--- config.mk ---
export PLATFORM = sky130hd
export DESIGN_NAME = sinc5_avg_decim
export DESIGN_NICKNAME = d
export VERILOG_FILES = /design/src/rtl/sdm_decim_pkg.sv /design/src/rtl/sinc_integ_chain.sv /design/src/rtl/sinc_comb_chain.sv /design/src/rtl/boxcar_avg.sv /design/src/rtl/sinc5_avg_decim.sv
export SDC_FILE = /design/constraint.sdc
export NUM_CORES = 1
export LEC_CHECK = 0
export ABC_AREA = 1
export BUFFER_PORTS_ARGS = -buffer_cell sky130_fd_sc_hd__buf_4
export CORE_AREA = 5 5 265 267
export DETAILED_ROUTE_END_ITERATION = 6
export DIE_AREA = 0 0 270 272
export GPL_TIMING_DRIVEN = 0
export PLACE_DENSITY = 0.67
export SYNTH_ARGS = -nofsm -noshare
export SYNTH_HDL_FRONTEND = slang
export SYNTH_SLANG_ARGS = --single-unit
--- constraint.sdc ---
create_clock -name clk -period 11.8 [get_ports clk]
set_input_delay 0.59 -clock clk [delete_from_list [all_inputs] [get_ports clk]]
set_output_delay 0.59 -clock clk [all_outputs]
set_load 0.1 [all_outputs]
--- src/rtl/sdm_decim_pkg.sv ---
// Shared constants for the sinc decimator.
// Assumes: the sinc order is fixed at five; all other sizes come from top parameters.
package sdm_decim_pkg;
    localparam int SINC_ORDER = 5;

    // Growth in bits of the integrator-comb stage for a given decimation exponent.
    function automatic int sinc_growth(input int dec_log2);
        return SINC_ORDER * dec_log2;
    endfunction
endpackage

--- src/rtl/sinc_integ_chain.sv ---
// Cascade of ORDER accumulators running at the input rate.
// Assumes: modular two's-complement arithmetic; wraparound is cancelled by the combs.
// y_next is the value the last accumulator takes at this edge, so a sample
// shows up in it after ORDER-1 earlier samples have propagated.
module sinc_integ_chain #(
    parameter int W     = 27,
    parameter int ORDER = 5
) (
    input  logic                clk,
    input  logic                rst_n,
    input  logic                clr,
    input  logic                en,
    input  logic signed [W-1:0] x_in,
    output logic signed [W-1:0] y_next
);
    logic signed [W-1:0] acc_q [ORDER];
    logic signed [W-1:0] nxt   [ORDER];

    for (genvar k = 0; k < ORDER; k++) begin : g_stage
        if (k == 0) begin : g_first
            // First accumulator sums the mapped input.
            always_comb nxt[k] = acc_q[k] + x_in;
        end else begin : g_rest
            // Later accumulators sum the previous stage's registered value.
            always_comb nxt[k] = acc_q[k] + acc_q[k-1];
        end
        // Accumulator register, cleared by reset or restart.
        always_ff @(posedge clk) begin
            if (!rst_n || clr) acc_q[k] <= '0;
            else if (en)       acc_q[k] <= nxt[k];
        end
    end

    assign y_next = nxt[ORDER-1];
endmodule

--- src/rtl/sinc_comb_chain.sv ---
// Cascade of ORDER first differences running at the decimated rate.
// Assumes: en pulses once per decimation period; differences are taken in one cycle.
module sinc_comb_chain #(
    parameter int W     = 27,
    parameter int ORDER = 5
) (
    input  logic                clk,
    input  logic                rst_n,
    input  logic                clr,
    input  logic                en,
    input  logic signed [W-1:0] x_in,
    output logic signed [W-1:0] y_out,
    output logic                y_vld
);
    logic signed [W-1:0] c     [ORDER+1];
    logic signed [W-1:0] dly_q [ORDER];

    assign c[0] = x_in;

    for (genvar k = 0; k < ORDER; k++) begin : g_stage
        // Difference between this decimated value and the previous one.
        assign c[k+1] = c[k] - dly_q[k];
        // One-sample delay at the decimated rate.
        always_ff @(posedge clk) begin
            if (!rst_n || clr) dly_q[k] <= '0;
            else if (en)       dly_q[k] <= c[k];
        end
    end

    // Output register and its strobe.
    always_ff @(posedge clk) begin
        if (!rst_n || clr) begin
            y_out <= '0;
            y_vld <= 1'b0;
        end else begin
            y_vld <= en;
            if (en) y_out <= c[ORDER];
        end
    end
endmodule

--- src/rtl/boxcar_avg.sv ---
// Sums 2**sel_log2 consecutive input results and shifts the sum right to form the mean.
// Also counts results since restart to flag windows made only of settled results.
// Assumes: sel_log2 <= MAX_LOG2 and is stable between restarts; MAX_LOG2 >= 1.
module boxcar_avg #(
    parameter int IN_W     = 27,
    parameter int MAX_LOG2 = 6,
    parameter int SEL_W    = 3,
    parameter int ORDER    = 5,
    localparam int ACC_W   = IN_W + MAX_LOG2,
    localparam int CNT_MAX = (1 << MAX_LOG2) + ORDER - 1,
    localparam int CNT_W   = $clog2(CNT_MAX + 1)
) (
    input  logic                   clk,
    input  logic                   rst_n,
    input  logic                   clr,
    input  logic                   in_vld,
    input  logic signed [IN_W-1:0] in_data,
    input  logic [SEL_W-1:0]       sel_log2,
    output logic signed [IN_W-1:0] dout,
    output logic                   drdy,
    output logic                   settled
);
    logic [MAX_LOG2-1:0]      phase_q;
    logic signed [ACC_W-1:0]  acc_q;
    logic signed [ACC_W-1:0]  acc_next;
    logic [CNT_W-1:0]         res_cnt_q;
    logic [CNT_W-1:0]         res_cnt_next;
    logic [CNT_W-1:0]         need;
    logic                     last;

    // Window end, sum including this result, count of results including this one.
    always_comb begin
        last         = (phase_q == MAX_LOG2'((32'd1 << sel_log2) - 32'd1));
        acc_next     = ((phase_q == '0) ? '0 : acc_q)
                       + {{MAX_LOG2{in_data[IN_W-1]}}, in_data};
        res_cnt_next = (res_cnt_q == CNT_W'(CNT_MAX)) ? res_cnt_q : res_cnt_q + 1'b1;
        need         = CNT_W'(32'd1 << sel_log2) + CNT_W'(ORDER - 1);
    end

    // Window phase, running sum and result count.
    always_ff @(posedge clk) begin
        if (!rst_n || clr) begin
            phase_q   <= '0;
            acc_q     <= '0;
            res_cnt_q <= '0;
        end else if (in_vld) begin
            phase_q   <= last ? '0 : phase_q + 1'b1;
            acc_q     <= acc_next;
            res_cnt_q <= res_cnt_next;
        end
    end

    // Output word, its pulse and its settled flag.
    always_ff @(posedge clk) begin
        if (!rst_n || clr) begin
            dout    <= '0;
            drdy    <= 1'b0;
            settled <= 1'b0;
        end else begin
            drdy <= in_vld && last;
            if (in_vld && last) begin
                dout    <= IN_W'(acc_next >>> sel_log2);
                settled <= (res_cnt_next >= need);
            end
        end
    end
endmodule

--- src/rtl/sinc5_avg_decim.sv ---
// Decimator for a one-bit modulator stream: a fifth-order sinc stage with a fixed rate
// reduction of DEC, followed by a boxcar mean of 2**k sinc results.
// Assumes: DEC is a power of two; the averaging exponent is captured at reset/restart.
module sinc5_avg_decim
    import sdm_decim_pkg::*;
#(
    parameter int DEC          = 32,
    parameter int MAX_AVG_LOG2 = 6,
    localparam int DEC_LOG2    = $clog2(DEC),
    localparam int OUT_W       = 2 + sinc_growth(DEC_LOG2),
    localparam int SEL_W       = $clog2(MAX_AVG_LOG2 + 1)
) (
    input  logic                    clk,
    input  logic                    rst_n,
    input  logic                    restart,
    input  logic                    mod_bit,
    input  logic                    mod_vld,
    input  logic [SEL_W-1:0]        avg_log2,
    output logic signed [OUT_W-1:0] filt_out,
    output logic                    data_rdy,
    output logic                    settled
);
    logic [DEC_LOG2-1:0]     dec_cnt;
    logic                    dec_evt;
    logic [SEL_W-1:0]        sel_in;
    logic [SEL_W-1:0]        sel_q;
    logic signed [OUT_W-1:0] x_map;
    logic signed [OUT_W-1:0] integ_y;
    logic signed [OUT_W-1:0] sinc_y;
    logic                    sinc_vld;

    // Map the bit to +1/-1, clamp the exponent, detect the decimation instant.
    always_comb begin
        x_map   = mod_bit ? OUT_W'(1) : {OUT_W{1'b1}};
        sel_in  = (avg_log2 > SEL_W'(MAX_AVG_LOG2)) ? SEL_W'(MAX_AVG_LOG2) : avg_log2;
        dec_evt = mod_vld && (&dec_cnt);
    end

    // Capture the averaging exponent only at reset or restart.
    always_ff @(posedge clk) begin
        if (!rst_n || restart) sel_q <= sel_in;
    end

    // Count accepted samples within one decimation period.
    always_ff @(posedge clk) begin
        if (!rst_n || restart) dec_cnt <= '0;
        else if (mod_vld)      dec_cnt <= dec_cnt + 1'b1;
    end

    sinc_integ_chain #(.W(OUT_W), .ORDER(SINC_ORDER)) integ_i (
        .clk    (clk),
        .rst_n  (rst_n),
        .clr    (restart),
        .en     (mod_vld),
        .x_in   (x_map),
        .y_next (integ_y)
    );

    sinc_comb_chain #(.W(OUT_W), .ORDER(SINC_ORDER)) comb_i (
        .clk   (clk),
        .rst_n (rst_n),
        .clr   (restart),
        .en    (dec_evt),
        .x_in  (integ_y),
        .y_out (sinc_y),
        .y_vld (sinc_vld)
    );

    boxcar_avg #(
        .IN_W     (OUT_W),
        .MAX_LOG2 (MAX_AVG_LOG2),
        .SEL_W    (SEL_W),
        .ORDER    (SINC_ORDER)
    ) avg_i (
        .clk      (clk),
        .rst_n    (rst_n),
        .clr      (restart),
        .in_vld   (sinc_vld),
        .in_data  (sinc_y),
        .sel_log2 (sel_q),
        .dout     (filt_out),
        .drdy     (data_rdy),
        .settled  (settled)
    );
endmodule

==> impl_metrics.tcl <==
set metrics [dict create \
    finalCoreUtilization 0.4769 \
    postCtsSetupRepairBufs 0 \
    synthCells 3759 \
    rows 96 \
    dieArea_um2 73440 \
    yosys.cell_types.count 65 \
    synth_warnings 0 \
    synth_nets 4085 \
    gp_congestion 0.9021 \
    r2r_end "comb_i.y_out[26]$_SDFFE_PP0P_" \
    clk_pin_slew_ps 60 \
    port_buffers 35 \
    async_flop_share 0 \
    worstPathMaxFanout 6 \
    grt_use_total 0.1807 \
    setup_violations 0 \
    critPathKind "reg -> reg" \
    period_share 0.8557 \
    worst_pin_slew_ps 1117 \
    cts-root-buf "clkbuf_16" \
    holdCritStartpoint "avg_log2[2]" \
    wl_um 67560 \
    antenna_found_initial 1 \
    seqCellArea_um2 10360 \
    vias_per_cell 5.075 \
    firstDrtPassIters 6 \
    min_to "sel_q[2]$_SDFFCE_PN1P_" \
    fin_nets 4171 \
    multi_input_area_um2 16290 \
    required_ps 12270 \
    period_needed_ps 10100 \
    start_util 0.4335 \
    cts_sinks 381 \
    vias 24180 \
    timing.fmax_mhz 99.04 \
    slowest_delay_ps 540 \
    avgSynthCellArea_um2 7.826 \
    hold_depth 2 \
    ys_seq_elements 381 \
    cap_violations 0 \
    hp-class "in -> reg" \
    worstRegToRegCells 56 \
    worstReg2RegStart "integ_i.acc_q[3][0]$_SDFFCE_PN0P_" \
    tns_ps 0 \
    netlist_area_um2 29420 \
    ios 37 \
    outcome "complete, no violations" \
    grt_start_max_net_pins 67 \
    finClkSkew_ps 28.38 \
    cp_common_cell "nand2_1" \
    synth_flop_cell "edfxtp_1" \
    drc 0 \
    startpoint_type "flip-flop" \
    r2r_slack_ps 1700 \
    slew_viol_final 0 \
    rsz0062_at_grt "false" \
    crit_path_end_kind "flip-flop" \
    synth_seq_area_share 0.3521 \
    final_cell_mix "648 x inv_1, 615 x nand2_1, 364 x a21oi_1, 347 x nor2_1, 307 x ha_1" \
    drt_iter0_drc 1437 \
    synth_edf_count 273 \
    drive_gt1_frac 0.07032 \
    ant_nets 0 \
    htreeDepth 2 \
    hold_buffers 0 \
    wl_per_cell_um 14.18 \
    cts_made_buffers 45 \
    grt_pass1_wl_um 112900 \
    final_common_cell "inv_1" \
    fp.dieH_um 272 \
    hold_viol 0 \
    clk_latency_ps 590 \
    die_w_um 270 \
    worstPathArrival_ps 10570 \
    tritoncts "built" \
    place_hpwl_um 52530 \
    grt_pass1_vias 23470 \
    syn2layout_area_growth_pct 10.02 \
    fill_cells 6679 \
    cts_resized 0 \
    core_um2 67870 \
    grt_remaining_overflow 0 \
    cts.path.max_buffers 3 \
    crit_slowest_cell "a2111oi_0" \
    relSlewSlack 0.2525 \
]
state kept, by name, indices dropped and copies added (netlist names):
register,cells
avg_i.dout,27
avg_i.drdy,1
avg_i.phase_q,6
comb_i.y_out,27
avg_i.settled,1
comb_i.dly_q,135
avg_i.acc_q,33
sel_q,3
dec_cnt,5
comb_i.y_vld,1
avg_i.res_cnt_q,7
integ_i.acc_q,135
critical path, delay by kind of cell (launching register included):
kind	cells	cell delay, ps
buffers and inverters	7	480
AND/OR/NAND/NOR	21	2300
adder cells (fa/ha/maj)	7	2480
flip-flops	1	410
XOR/XNOR	4	880
AO/OA/AOI/OAI	17	3400
routing by layer:
metal  share of wire  track usage
met5               0            0
met4           0.023      0.04376
met3           0.033      0.02519
met2            0.47       0.3144
met1            0.47       0.2388
kinds of logic (layout without fill, tap and decap cells):
kind of cell	after synthesis	in the layout	share of synthesized area
buffers and inverters	738	861	0.09454
muxes	1	1	0.0003403
DFF	381	381	0.3521
and+or+nand+nor	1260	1260	0.1815
other	0	1	0
adders and majority gates	318	318	0.1381
AOI/OAI and AO/OA	885	885	0.1805
xor gates and xnor gates	176	176	0.05291
how the worst max path moves through the flow:
stage / to / from
floorplan: comb_i.y_out[26]$_SDFFE_PP0P_ / integ_i.acc_q[3][0]$_SDFFCE_PN0P_
global placement: comb_i.y_out[26]$_SDFFE_PP0P_ / integ_i.acc_q[3][0]$_SDFFCE_PN0P_
detailed placement: comb_i.y_out[26]$_SDFFE_PP0P_ / integ_i.acc_q[3][0]$_SDFFCE_PN0P_
CTS: comb_i.y_out[26]$_SDFFE_PP0P_ / integ_i.acc_q[3][0]$_SDFFCE_PN0P_
global route: comb_i.y_out[26]$_SDFFE_PP0P_ / integ_i.acc_q[3][0]$_SDFFCE_PN0P_
finish: comb_i.y_out[26]$_SDFFE_PP0P_ / integ_i.acc_q[3][0]$_SDFFCE_PN0P_
synthesized netlist by cell type (all sizes together) (13+ instances only):
cell type	count	area, um2
nor3	40	200.2
ha	307	3841
o21bai	24	217.7
inv	659	2474
a211oi	13	102.6
buf	13	60.06
xnor2	44	392.9
a21o	21	157.7
a31oi	26	168.9
edfxtp	273	8198
xor2	132	1164
clkbuf	64	240.2
a21boi	27	255.3
or2	19	118.9
nand4	16	100.1
o21ai	275	1481
o21a	39	295.3
dfxtp	108	2162
nor2	357	1370
a21oi	388	2039
o211ai	39	292.8
nand2	636	2440
nand3	174	993.5
cell type report:
type | instances | area share
Timing Repair Buffer | 39 | 0.01152
Antenna cell | 1 | 0.00007732
Inverter | 661 | 0.07666
Clock inverter | 21 | 0.005296
Clock buffer | 63 | 0.03959
Buffer | 77 | 0.009278
Multi-Input combinational cell | 2640 | 0.5034
Tap cell | 882 | 0.03410
Sequential cell | 381 | 0.3201
stage by stage:
| step | setup WS, ps | area (um2) | instances | hold WS [ps] |
|---|---|---|---|---|
| detailed placement | 1688 | 30910 | 4680 | 446.6 |
| finish | 1703 | 32370 | 4765 | 259.9 |
| floorplan | 3546 | 29420 | 3759 | 432.6 |
| global route | 675.3 | 32360 | 4764 | 241.3 |
| CTS | 1624 | 32360 | 4764 | 231.7 |
| global placement | 1819 | 30790 | 4676 | 441.1 |
Power is not shown: default switching activity piles up to over one toggle a cycle in this logic, so the estimate is an artifact.
